<file path="src/rtl/bbu_pkg.sv">
package bbu_pkg;
  typedef enum logic [1:0] {
    DIR_N2S = 2'd0,
    DIR_S2N = 2'd1,
    DIR_W2E = 2'd2,
    DIR_E2W = 2'd3
  } bdir_e;

  localparam int PORT_N = 0;
  localparam int PORT_S = 1;
  localparam int PORT_W = 2;
  localparam int PORT_E = 3;

  function automatic int src_port(bdir_e d);
    case (d)
      DIR_N2S: return PORT_N;
      DIR_S2N: return PORT_S;
      DIR_W2E: return PORT_W;
      default: return PORT_E;
    endcase
  endfunction

  function automatic int dst_port(bdir_e d);
    case (d)
      DIR_N2S: return PORT_S;
      DIR_S2N: return PORT_N;
      DIR_W2E: return PORT_E;
      default: return PORT_W;
    endcase
  endfunction
endpackage

</file>
<file path="src/rtl/bbu_dir_decode.sv">
module bbu_dir_decode
  import bbu_pkg::*;
#(
  parameter int P = 5
) (
  input  logic         en,
  input  logic [1:0]   dir,
  output logic [P-1:0] in_mask,
  output logic [P-1:0] out_mask
);
  for (genvar p = 0; p < P; p++) begin : g_port
    assign in_mask[p]  = en && (p == src_port(bdir_e'(dir)));
    assign out_mask[p] = en && (p == dst_port(bdir_e'(dir)));
  end
endmodule

</file>
<file path="src/rtl/bbu_link_state.sv">
module bbu_link_state #(
  parameter int P  = 5,
  parameter int IW = 3
) (
  input  logic          clk,
  input  logic          rst,
  input  logic [P-1:0]  start_mask,
  input  logic [P-1:0]  rel_mask,
  input  logic [P-1:0]  fwd,
  input  logic [P*IW-1:0] fwd_src,
  input  logic [P-1:0]  fwd_head,
  input  logic [P-1:0]  fwd_tail,
  output logic [P-1:0]  own_vld,
  output logic [P*IW-1:0] own_src
);
  for (genvar o = 0; o < P; o++) begin : g_link
    logic          lk_v;
    logic [IW-1:0] lk_s;
    logic          sv_v;
    logic [IW-1:0] sv_s;

    always_ff @(posedge clk) begin
      if (rst) begin
        lk_v <= 1'b0;
        lk_s <= '0;
        sv_v <= 1'b0;
        sv_s <= '0;
      end else if (start_mask[o]) begin
        sv_v <= lk_v;
        sv_s <= lk_s;
        lk_v <= 1'b0;
      end else if (rel_mask[o]) begin
        lk_v <= sv_v;
        lk_s <= sv_s;
        sv_v <= 1'b0;
      end else if (fwd[o]) begin
        if (fwd_head[o] && !fwd_tail[o]) begin
          lk_v <= 1'b1;
          lk_s <= fwd_src[o*IW +: IW];
        end else if (fwd_tail[o]) begin
          lk_v <= 1'b0;
        end
      end
    end

    assign own_vld[o]            = lk_v;
    assign own_src[o*IW +: IW]   = lk_s;
  end
endmodule

</file>
<file path="src/rtl/bbu_starve.sv">
module bbu_starve #(
  parameter int N  = 4,
  parameter int CW = $clog2(N + 1)
) (
  input  logic clk,
  input  logic rst,
  input  logic op_start,
  input  logic fwd_any,
  input  logic wait_any,
  output logic starve_o
);
  logic [CW-1:0] cnt_q;
  logic [CW-1:0] cnt_n;

  always_comb begin
    cnt_n = cnt_q;
    if (fwd_any || !wait_any) cnt_n = '0;
    else if (op_start && (cnt_q < CW'(N))) cnt_n = cnt_q + 1'b1;
  end

  always_ff @(posedge clk) begin
    if (rst) begin
      cnt_q    <= '0;
      starve_o <= 1'b0;
    end else begin
      cnt_q    <= cnt_n;
      starve_o <= (cnt_n >= CW'(N)) && wait_any;
    end
  end
endmodule

</file>
<file path="src/rtl/bus_bypass_unit.sv">
module bus_bypass_unit
  import bbu_pkg::*;
#(
  parameter int P        = 5,
  parameter int FW       = 16,
  parameter int STARVE_N = 4,
  parameter int IW       = $clog2(P)
) (
  input  logic            clk,
  input  logic            rst,
  input  logic            pause_i,
  input  logic [1:0]      dir_i,
  input  logic [P-1:0]    link_valid_i,
  input  logic [P*FW-1:0] link_flit_i,
  input  logic [P-1:0]    buf_valid_i,
  input  logic [P*FW-1:0] buf_flit_i,
  input  logic [P-1:0]    sa_gnt_i,
  input  logic [P*IW-1:0] sa_sel_i,
  output logic [P-1:0]    buf_pop_o,
  output logic [P-1:0]    xb_vld_o,
  output logic [P*IW-1:0] xb_sel_o,
  output logic [P*FW-1:0] xb_flit_o,
  output logic            starve_o
);
  localparam int HEAD_B = FW - 1;
  localparam int TAIL_B = FW - 2;

  logic          pause_q;
  logic [1:0]    dir_q;
  logic          release_c;
  logic [1:0]    blk_dir;
  logic [P-1:0]  bus_in, bus_out, blk_in, blk_out;
  logic [IW-1:0] bus_src;
  logic [P-1:0]  own_vld;
  logic [P*IW-1:0] own_src;
  logic [P*IW-1:0] cand;
  logic [P-1:0]  fwd, fwd_head, fwd_tail;

  assign release_c = pause_q && !pause_i;
  assign blk_dir   = pause_i ? dir_i : dir_q;
  assign bus_src   = IW'(src_port(bdir_e'(dir_i)));

  always_ff @(posedge clk) begin
    if (rst) begin
      pause_q <= 1'b0;
      dir_q   <= '0;
    end else begin
      pause_q <= pause_i;
      if (pause_i) dir_q <= dir_i;
    end
  end

  bbu_dir_decode #(.P(P)) u_bus_map (
    .en(pause_i), .dir(dir_i), .in_mask(bus_in), .out_mask(bus_out)
  );

  bbu_dir_decode #(.P(P)) u_blk_map (
    .en(pause_i || release_c), .dir(blk_dir), .in_mask(blk_in), .out_mask(blk_out)
  );

  for (genvar o = 0; o < P; o++) begin : g_out
    logic [IW-1:0] c;
    logic [FW-1:0] cf;
    logic          in_rng;
    assign c      = own_vld[o] ? own_src[o*IW +: IW] : sa_sel_i[o*IW +: IW];
    assign in_rng = (int'(c) < P);
    assign cf     = in_rng ? buf_flit_i[c*FW +: FW] : '0;
    assign cand[o*IW +: IW] = c;
    assign fwd[o] = in_rng && !blk_out[o]
                    && (own_vld[o] || (sa_gnt_i[o] && cf[HEAD_B]))
                    && buf_valid_i[c] && !blk_in[c];
    assign fwd_head[o] = cf[HEAD_B];
    assign fwd_tail[o] = cf[TAIL_B];
  end

  always_comb begin
    buf_pop_o = '0;
    for (int o = 0; o < P; o++)
      if (fwd[o]) buf_pop_o[cand[o*IW +: IW]] = 1'b1;
  end

  bbu_link_state #(.P(P), .IW(IW)) u_links (
    .clk(clk), .rst(rst),
    .start_mask(bus_out & {P{!pause_q}}),
    .rel_mask(blk_out & {P{release_c}}),
    .fwd(fwd), .fwd_src(cand), .fwd_head(fwd_head), .fwd_tail(fwd_tail),
    .own_vld(own_vld), .own_src(own_src)
  );

  bbu_starve #(.N(STARVE_N)) u_starve (
    .clk(clk), .rst(rst),
    .op_start(pause_i && !pause_q),
    .fwd_any(|fwd),
    .wait_any(|buf_valid_i),
    .starve_o(starve_o)
  );

  always_ff @(posedge clk) begin
    if (rst) begin
      xb_vld_o  <= '0;
      xb_sel_o  <= '0;
      xb_flit_o <= '0;
    end else begin
      for (int o = 0; o < P; o++) begin
        if (bus_out[o]) begin
          xb_vld_o[o]              <= link_valid_i[bus_src];
          xb_sel_o[o*IW +: IW]     <= bus_src;
        end else begin
          xb_vld_o[o]              <= fwd[o];
          xb_sel_o[o*IW +: IW]     <= cand[o*IW +: IW];
        end
      end
      for (int i = 0; i < P; i++)
        xb_flit_o[i*FW +: FW] <= bus_in[i] ? link_flit_i[i*FW +: FW]
                                           : buf_flit_i[i*FW +: FW];
    end
  end
endmodule

</file>
<file path="config.mk">
export PLATFORM = sky130hd
export DESIGN_NAME = bus_bypass_unit
export DESIGN_NICKNAME = d
export VERILOG_FILES = /design/src/rtl/bbu_pkg.sv /design/src/rtl/bbu_dir_decode.sv /design/src/rtl/bbu_link_state.sv /design/src/rtl/bbu_starve.sv /design/src/rtl/bus_bypass_unit.sv
export SDC_FILE = /design/constraint.sdc
export NUM_CORES = 1
export LEC_CHECK = 0
export ABC_CLOCK_PERIOD_IN_PS = 4350
export CORE_ASPECT_RATIO = 1.5
export CORE_UTILIZATION = 45
export CTS_CLUSTER_SIZE = 8
export DETAILED_ROUTE_END_ITERATION = 8
export GPL_TIMING_DRIVEN = 1
export PLACE_DENSITY = 0.83
export SYNTH_ARGS = -nofsm -noshare
export SYNTH_HDL_FRONTEND = slang
export SYNTH_HIERARCHICAL = 1
export SYNTH_SLANG_ARGS = --single-unit
</file>
<file path="constraint.sdc">
create_clock -name clk -period 4.35 [get_ports clk]
set_input_delay 0.6525 -clock clk [delete_from_list [all_inputs] [get_ports clk]]
set_output_delay 0.6525 -clock clk [all_outputs]
set_load 0.005 [all_outputs]
</file>
# Word-level counts from Yosys, hierarchy flattened
# Cells that the tools add are included.
classes:
  eq_ne: 20
  n_addsub: 1
  reduce_logical: 127
  magnitude_cmp: 18
  muxes: 114
  shift: 5
  bitwise_logic: 11
op_table:
  columns: ["operator", "count"]
  rows:
  - ["variable part select 80 x 8 -> 16 bit", 5]
  - ["2-to-1 mux 16 bit", 10]
  - ["logical NOT 32 bit", 4]
  - ["2-to-1 mux 3 bit", 27]
  - ["logical AND 1 bit", 59]
  - ["2-to-1 mux 1 bit", 51]
  - ["binary-select mux 1 bit (select 3 bit)", 11]
  - ["nonzero test 2 bit", 15]
  - ["2-to-1 mux 5 bit", 5]
  - ["less-than comparator 3 x 4 -> 1 bit (second input constant)", 6]
  - ["one-hot mux 2 bit (3 select lines)", 4]
  - ["OR 5 bit", 4]
  - ["logical NOT 1 bit", 18]
  - ["less-than comparator 3 bit (second input constant)", 6]
  - ["equality test 2 bit (first input constant)", 8]
  - ["demux 1 bit (select 3 bit)", 5]
  - ["greater-or-equal comparator 3 x 1 -> 1 bit (second input constant)", 5]
  - ["AND reduction 3 bit", 5]
  - ["nonzero test 3 bit", 5]
  - ["equality test 3 x 2 -> 1 bit (first input constant)", 4]
  - ["bitwise AND 5 bit", 2]
  - ["AND reduction 2 bit", 5]
  - ["OR reduction 2 bit", 5]
  - ["OR reduction 5 bit", 2]
  - ["other kinds (9)", 25]
totals:
  input_bits: 195
  out_inout_bits: 106
  word_cells: 323
  regBits: 147

# Logic depth before layout (Yosys ltp)
depth:
  depth_word: 19
  depth_mapped: 13

# Modules after synthesis
# The synthesis kept the hierarchy.
modules_own_cells:
  columns: ["mod", "cells_per_inst", "area_each_um2", "n_inst"]
  rows:
  - ["bus_bypass_unit", 588, 5121.2, 1]
  - ["bbu_link_state", 220, 1958.1, 1]
  - ["bbu_dir_decode", 11, 86.3, 2]
  - ["bbu_starve", 14, 148.9, 1]

# Worst setup path before layout
# No wires, ideal clock.
synth_path:
  path_kind: "input port to output port"
  from: "in pause_i"
  to: "out buf_pop_o[4]"
  arrival_time_ns: 2.338
  cell_stages: 8
  path_buffers: 0
  path_slack_ns: 1.359
  path_cell_list: "or2_2 -> nor3b_2 -> nor2b_1 -> o21ai_0 -> a211o_1 -> nor4_4 -> nand4_1 -> nand3_1"
synth_via:
  elab_cells_between_ends: 78
synth_rtl:
  columns: ["element", "line_no", "rtl"]
  rows:
  - ["start: declaration", "bus_bypass_unit.sv:11", "input logic pause_i,"]
  - ["2-to-1 mux 2 bit", null, null]
  - ["equality test 2 bit (tied with other cells)", "bbu_pkg.sv:15", "case (d)"]
  - ["one-hot mux 2 bit (3 select lines)", "bbu_pkg.sv:15", null]
  - ["logical NOT 32 bit", "bbu_dir_decode.sv:12", "assign in_mask[p] = en && (p == src_port(bdir_e'(dir)));"]
  - ["logical AND 1 bit (*)", "bbu_dir_decode.sv:12", null]
  - ["named net blk_in[0]", "bus_bypass_unit.sv:32", "logic [P-1:0] bus_in, bus_out, blk_in, blk_out;"]
  - ["binary-select mux 1 bit (select 3 bit) (*)", "bus_bypass_unit.sv:71", "&& buf_valid_i[c] && !blk_in[c];"]
  - ["2-to-1 mux 1 bit (implied by the code) (*)", "bus_bypass_unit.sv:71", null]
  - ["[2 not listed]", null, null]
  - ["named net fwd[1]", "bus_bypass_unit.sv:37", "logic [P-1:0] fwd, fwd_head, fwd_tail;"]
  - ["2-to-1 mux 5 bit (*)", "bus_bypass_unit.sv:79", "if (fwd[o]) buf_pop_o[cand[o*IW +: IW]] = 1'b1;"]
  - ["OR 5 bit (no line)", null, null]
  - ["2-to-1 mux 5 bit (*)", "bus_bypass_unit.sv:79", null]
  - ["OR 5 bit (no line)", null, null]
  - ["2-to-1 mux 5 bit (*)", "bus_bypass_unit.sv:79", null]
  - ["OR 5 bit (no line)", null, null]
  - ["2-to-1 mux 5 bit (*)", "bus_bypass_unit.sv:79", null]
  - ["end: declaration", "bus_bypass_unit.sv:19", "output logic [P-1:0] buf_pop_o,"]
# The timed path passes the listed nets; every way through them passes the cells marked *. The select of a mux whose other input is x is not followed.

# Worst setup path after layout
layout_path:
  from: "in sa_sel_i[4]"
  to: "out buf_pop_o[4]"
layout_via:
  elab_chain_cells: 15
  elab_cells_between_ends: 28
layout_lines:
  columns: ["element", "line_no", "rtl"]
  rows:
  - ["start: declaration", "bus_bypass_unit.sv:18", "input logic [P*IW-1:0] sa_sel_i,"]
  - ["2-to-1 mux 3 bit (*)", "bus_bypass_unit.sv:65", "assign c = own_vld[o] ? own_src[o*IW +: IW] : sa_sel_i[o*IW +: IW];"]
  - ["variable part select 80 x 8 -> 16 bit or less-than comparator 3 bit (tied branches)", "bus_bypass_unit.sv:67, bus_bypass_unit.sv:66", null]
  - ["2-to-1 mux 16 bit", "bus_bypass_unit.sv:67", "assign cf = in_rng ? buf_flit_i[c*FW +: FW] : '0;"]
  - ["logical AND 1 bit", "bus_bypass_unit.sv:70", "&& (own_vld[o] || (sa_gnt_i[o] && cf[HEAD_B]))"]
  - ["logical OR 1 bit", "bus_bypass_unit.sv:70", null]
  - ["logical AND 1 bit", "bus_bypass_unit.sv:70", null]
  - ["logical AND 1 bit", "bus_bypass_unit.sv:71", null]
  - ["logical AND 1 bit (*)", "bus_bypass_unit.sv:71", null]
  - ["named net fwd[1]", "bus_bypass_unit.sv:37", null]
  - ["2-to-1 mux 5 bit (*)", "bus_bypass_unit.sv:79", null]
  - ["OR 5 bit (no line)", null, null]
  - ["2-to-1 mux 5 bit (*)", "bus_bypass_unit.sv:79", null]
  - ["OR 5 bit (no line)", null, null]
  - ["2-to-1 mux 5 bit (*)", "bus_bypass_unit.sv:79", null]
  - ["OR 5 bit (no line)", null, null]
  - ["2-to-1 mux 5 bit (*)", "bus_bypass_unit.sv:79", null]
# Marks and branches as above.

==> results.cfg <==
[critical_path]
critPathCaptureType = primary output
r2r_slack_ns = 1.21
reg2reg_depth = 10
crit_required_ns = 3.70
arrival_ns = 3.41
crit_type = primary input to primary output
worstPathMaxFanout = 8
worstReg2RegStart = pause_q$_SDFF_PP0_
r2r-end = u_starve/starve_o$_SDFF_PP0_
cp-startpoint = sa_sel_i[4]
start_kind = primary input

[power]
finalPower_uw = 3640
power.internal_uw = 2630
p_leak_uw = 0.00438
peakVddDrop_mv = 0.230
powerDensity_nw_per_um2 = 325
pwr-share-comb = 0.194
p_switching_uw = 1010
clkPwrFrac = 0.410
switching_share = 0.276
pwr-share-seq = 0.396

[timing]
fin_crit_sh = 0.934
skew_ns = 0.00930
fin_crit_ns = 4.06
slew_violations = 0
tightest_slew_ns = 1.04
rsz0062_at_grt = no
relSlewSlack = 0.303
fmax_ghz = 0.246
setup_viol = 0
hold_violations = 0
final.setup.tns_ns = 0

[logic_synthesis]
synth_seq_cells = 147
synth_edf_count = 0
synthTopCellsByArea = dfxtp_1 40%, mux2i_1 14%, nor2_1 8.2%
synthSimpleGateAreaFrac = 0.227
ys_seq_area_frac = 0.398
synth_flop_cell = dfxtp_1
synth_top_family_by_area = simple AND/OR/NAND/NOR gates
ys_warn_count = 6
synth_mux_area_frac = 0.180
syn_area_um2 = 7400
yosys.area_share.adder = 0.00169
async_flop_share = 0
synth_compound_area_frac = 0.122
ys_types = 71
yosysTopAreaCellShare = 0.398
synth_xor_xnor_area_share = 0.00118
syn_inst = 844
synth_largest_area_cell = dfxtp_1
avgSynthCellArea_um2 = 8.77

[floorplan]
start_util = 0.459
ios = 301
rows = 57
fp.dieW_um = 107
die_area_um2 = 17000
dieHeight_um = 159
core_um2 = 16100

[placed_design]
place_hpwl_mm = 20.0
placed_cell_area_um2 = 10600
gp_congestion = 1.00
portBuffers = 299

[route]
vias_per_cell = 5.46
vias = 7420
drtIter0Drc = 538
drc_errors = 0
drtPass1Iterations = 5
wirelength_mm = 26.3
ant_nets = 0
wl_per_cell_um = 19.3

[clocking]
cts_buffers = 17
clk_pin_slew_worst_paths_ns = 0.07
cts_root_buf = clkbuf_16
cts_sinks = 147
cts_max_level = 4
tritoncts = done
clock_latency_ns = 0.43
clockBufferDepth = 2

[outcome]
status = completed

[min_path]
hp-class = register to register
whs_path_depth = 2
hp-start = u_starve/cnt_q[2]$_SDFF_PP0_
hold_end = u_starve/cnt_q[2]$_SDFF_PP0_

[global_route]
antenna_found_initial = 1
grt.overflow.total = 0
grt_pass1_vias = 7254
grt_usage = 0.304
grt_max_degree = 91
grt_pass1_wl_mm = 39.5

[final_layout]
drive_above_1_share = 0.109
nets = 1334
final_cell_area_um2 = 11200
areaGrowthSynthToFinish_pct = 51.4

[run]
maxCapViolCount = 0
==> worst max-delay path: stages <==
cell             delay, ns
clkdlybuf4s50_1       0.46
mux2i_2               0.41
a22oi_1               0.16
o22ai_1               0.21
a31oi_1               0.18
nor4_4                0.46
nand4_1               0.17
nand3_1               0.17
clkdlybuf4s50_1       0.54
==> layer usage <==
layer,GRT usage,wire [um],vias up
li1,-,-,3533
met1,0.346,10000,3448
met2,0.536,13200,371
met3,0.0618,2020,68
met4,0.143,1040,0
met5,0,0,-
==> power by group through the flow <==
stage | Clock, uW | Sequential, uW | Combinational (uW)
finish | 1490 | 1440 | 705
global route | 1570 | 1450 | 753
CTS | 1510 | 1440 | 697
detailed placement | 0 | 1470 | 692
global placement | 0 | 1470 | 683
floorplan | 0 | 1470 | 289
==> through the flow <==
step	setup WS [ns]	hold slack (ns)	utilization	cells
final	0.287	0.485	0.695	1358
after global routing	0.0761	0.503	0.695	1358
after CTS	0.0580	0.488	0.693	1356
after detailed placement	0.0713	0.471	0.656	1324
after global placement	0.144	0.457	0.656	1324
after floorplan	1.36	0.449	-	846
==> Yosys cell counts, types with 6 or more instances <==
library cell and count:
inv_1 26, nor2b_1 16, mux2i_2 7, or4_1 7, a221o_1 9, and2_1 8
dfxtp_1 147, buf_4 20, o21ai_0 7, nor3b_1 7, nor2_1 162, nand3_1 17
a21oi_1 37, nor4_1 10, and3b_1 7, mux2i_1 107, a22oi_1 8, nor3_1 39
buf_2 6, buf_6 8, nand2_1 48, a21o_1 6, inv_2 10, a31oi_1 8
clkbuf_1 26
==> timing repair <==
item / in CTS / in global routing
buffers inserted: 0 / 1
resized for setup: 0 / 7
hold buffers: 0 / 0
setup endpoints to repair: 0 / 5
==> layout by cell type, fill, tap and decap left out, types with 6 or more instances in the layout <==
cell,instances
nor4_1,10
nor2_1,161
a31oi_1,8
nor2b_1,15
and3b_1,7
dfxtp_1,146
inv_1,26
nand2_1,48
and2_1,8
buf_4,39
a21oi_1,37
o21ai_0,7
clkbuf_16,17
a221o_1,9
nand3_1,17
inv_2,10
mux2i_2,7
nor3_1,37
a22oi_1,8
mux2i_1,107
or4_1,7
nor3b_1,7
a21o_1,6
clkdlybuf4s50_1,297
==> worst max path at each step <==
stage	endpoint	slack, ns	cells after the start
6_report	buf_pop_o[4]	0.29	9
3_3_place_gp	buf_pop_o[1]	0.14	11
5_1_grt	buf_pop_o[4]	0.08	9
3_5_place_dp	buf_pop_o[4]	0.07	11
2_1_floorplan	buf_pop_o[4]	1.36	8
4_1_cts	buf_pop_o[4]	0.06	11
==> state kept, by name, indices dropped and copies added (netlist names) <==
| register | cells |
|---|---|
| xb_flit_o | 80 |
| u_links/g_link.lk_s | 15 |
| u_links/g_link.sv_s | 15 |
| xb_sel_o | 15 |
| u_links/g_link.lk_v | 5 |
| u_links/g_link.sv_v | 5 |
| xb_vld_o | 5 |
| u_starve/cnt_q | 3 |
| dir_q | 2 |
| pause_q | 1 |
| u_starve/starve_o | 1 |
==> layout make-up <==
cell class / count / area (um2)
Tap cell: 206 / 258
Inverter: 36 / 135
Antenna cell: 1 / 2.50
Clock buffer: 18 / 429
Multi-Input combinational cell: 598 / 3970
Timing Repair Buffer: 338 / 3300
Fill cell: 1265 / 4910
Sequential cell: 147 / 2940
Clock inverter: 14 / 169
==> cells by family (layout without fill, tap and decap cells) <==
| logic type | count (synthesis) | after routing |
|---|---|---|
| fa+ha+maj | 1 | 1 |
| buf+inv | 101 | 406 |
| xor+xnor | 1 | 1 |
| mux | 123 | 123 |
| simple gates | 349 | 349 |
| flops | 147 | 147 |
| other cells | 2 | 5 |
| compound gates | 120 | 120 |
Note: power is estimated with default switching activity, not from simulation.
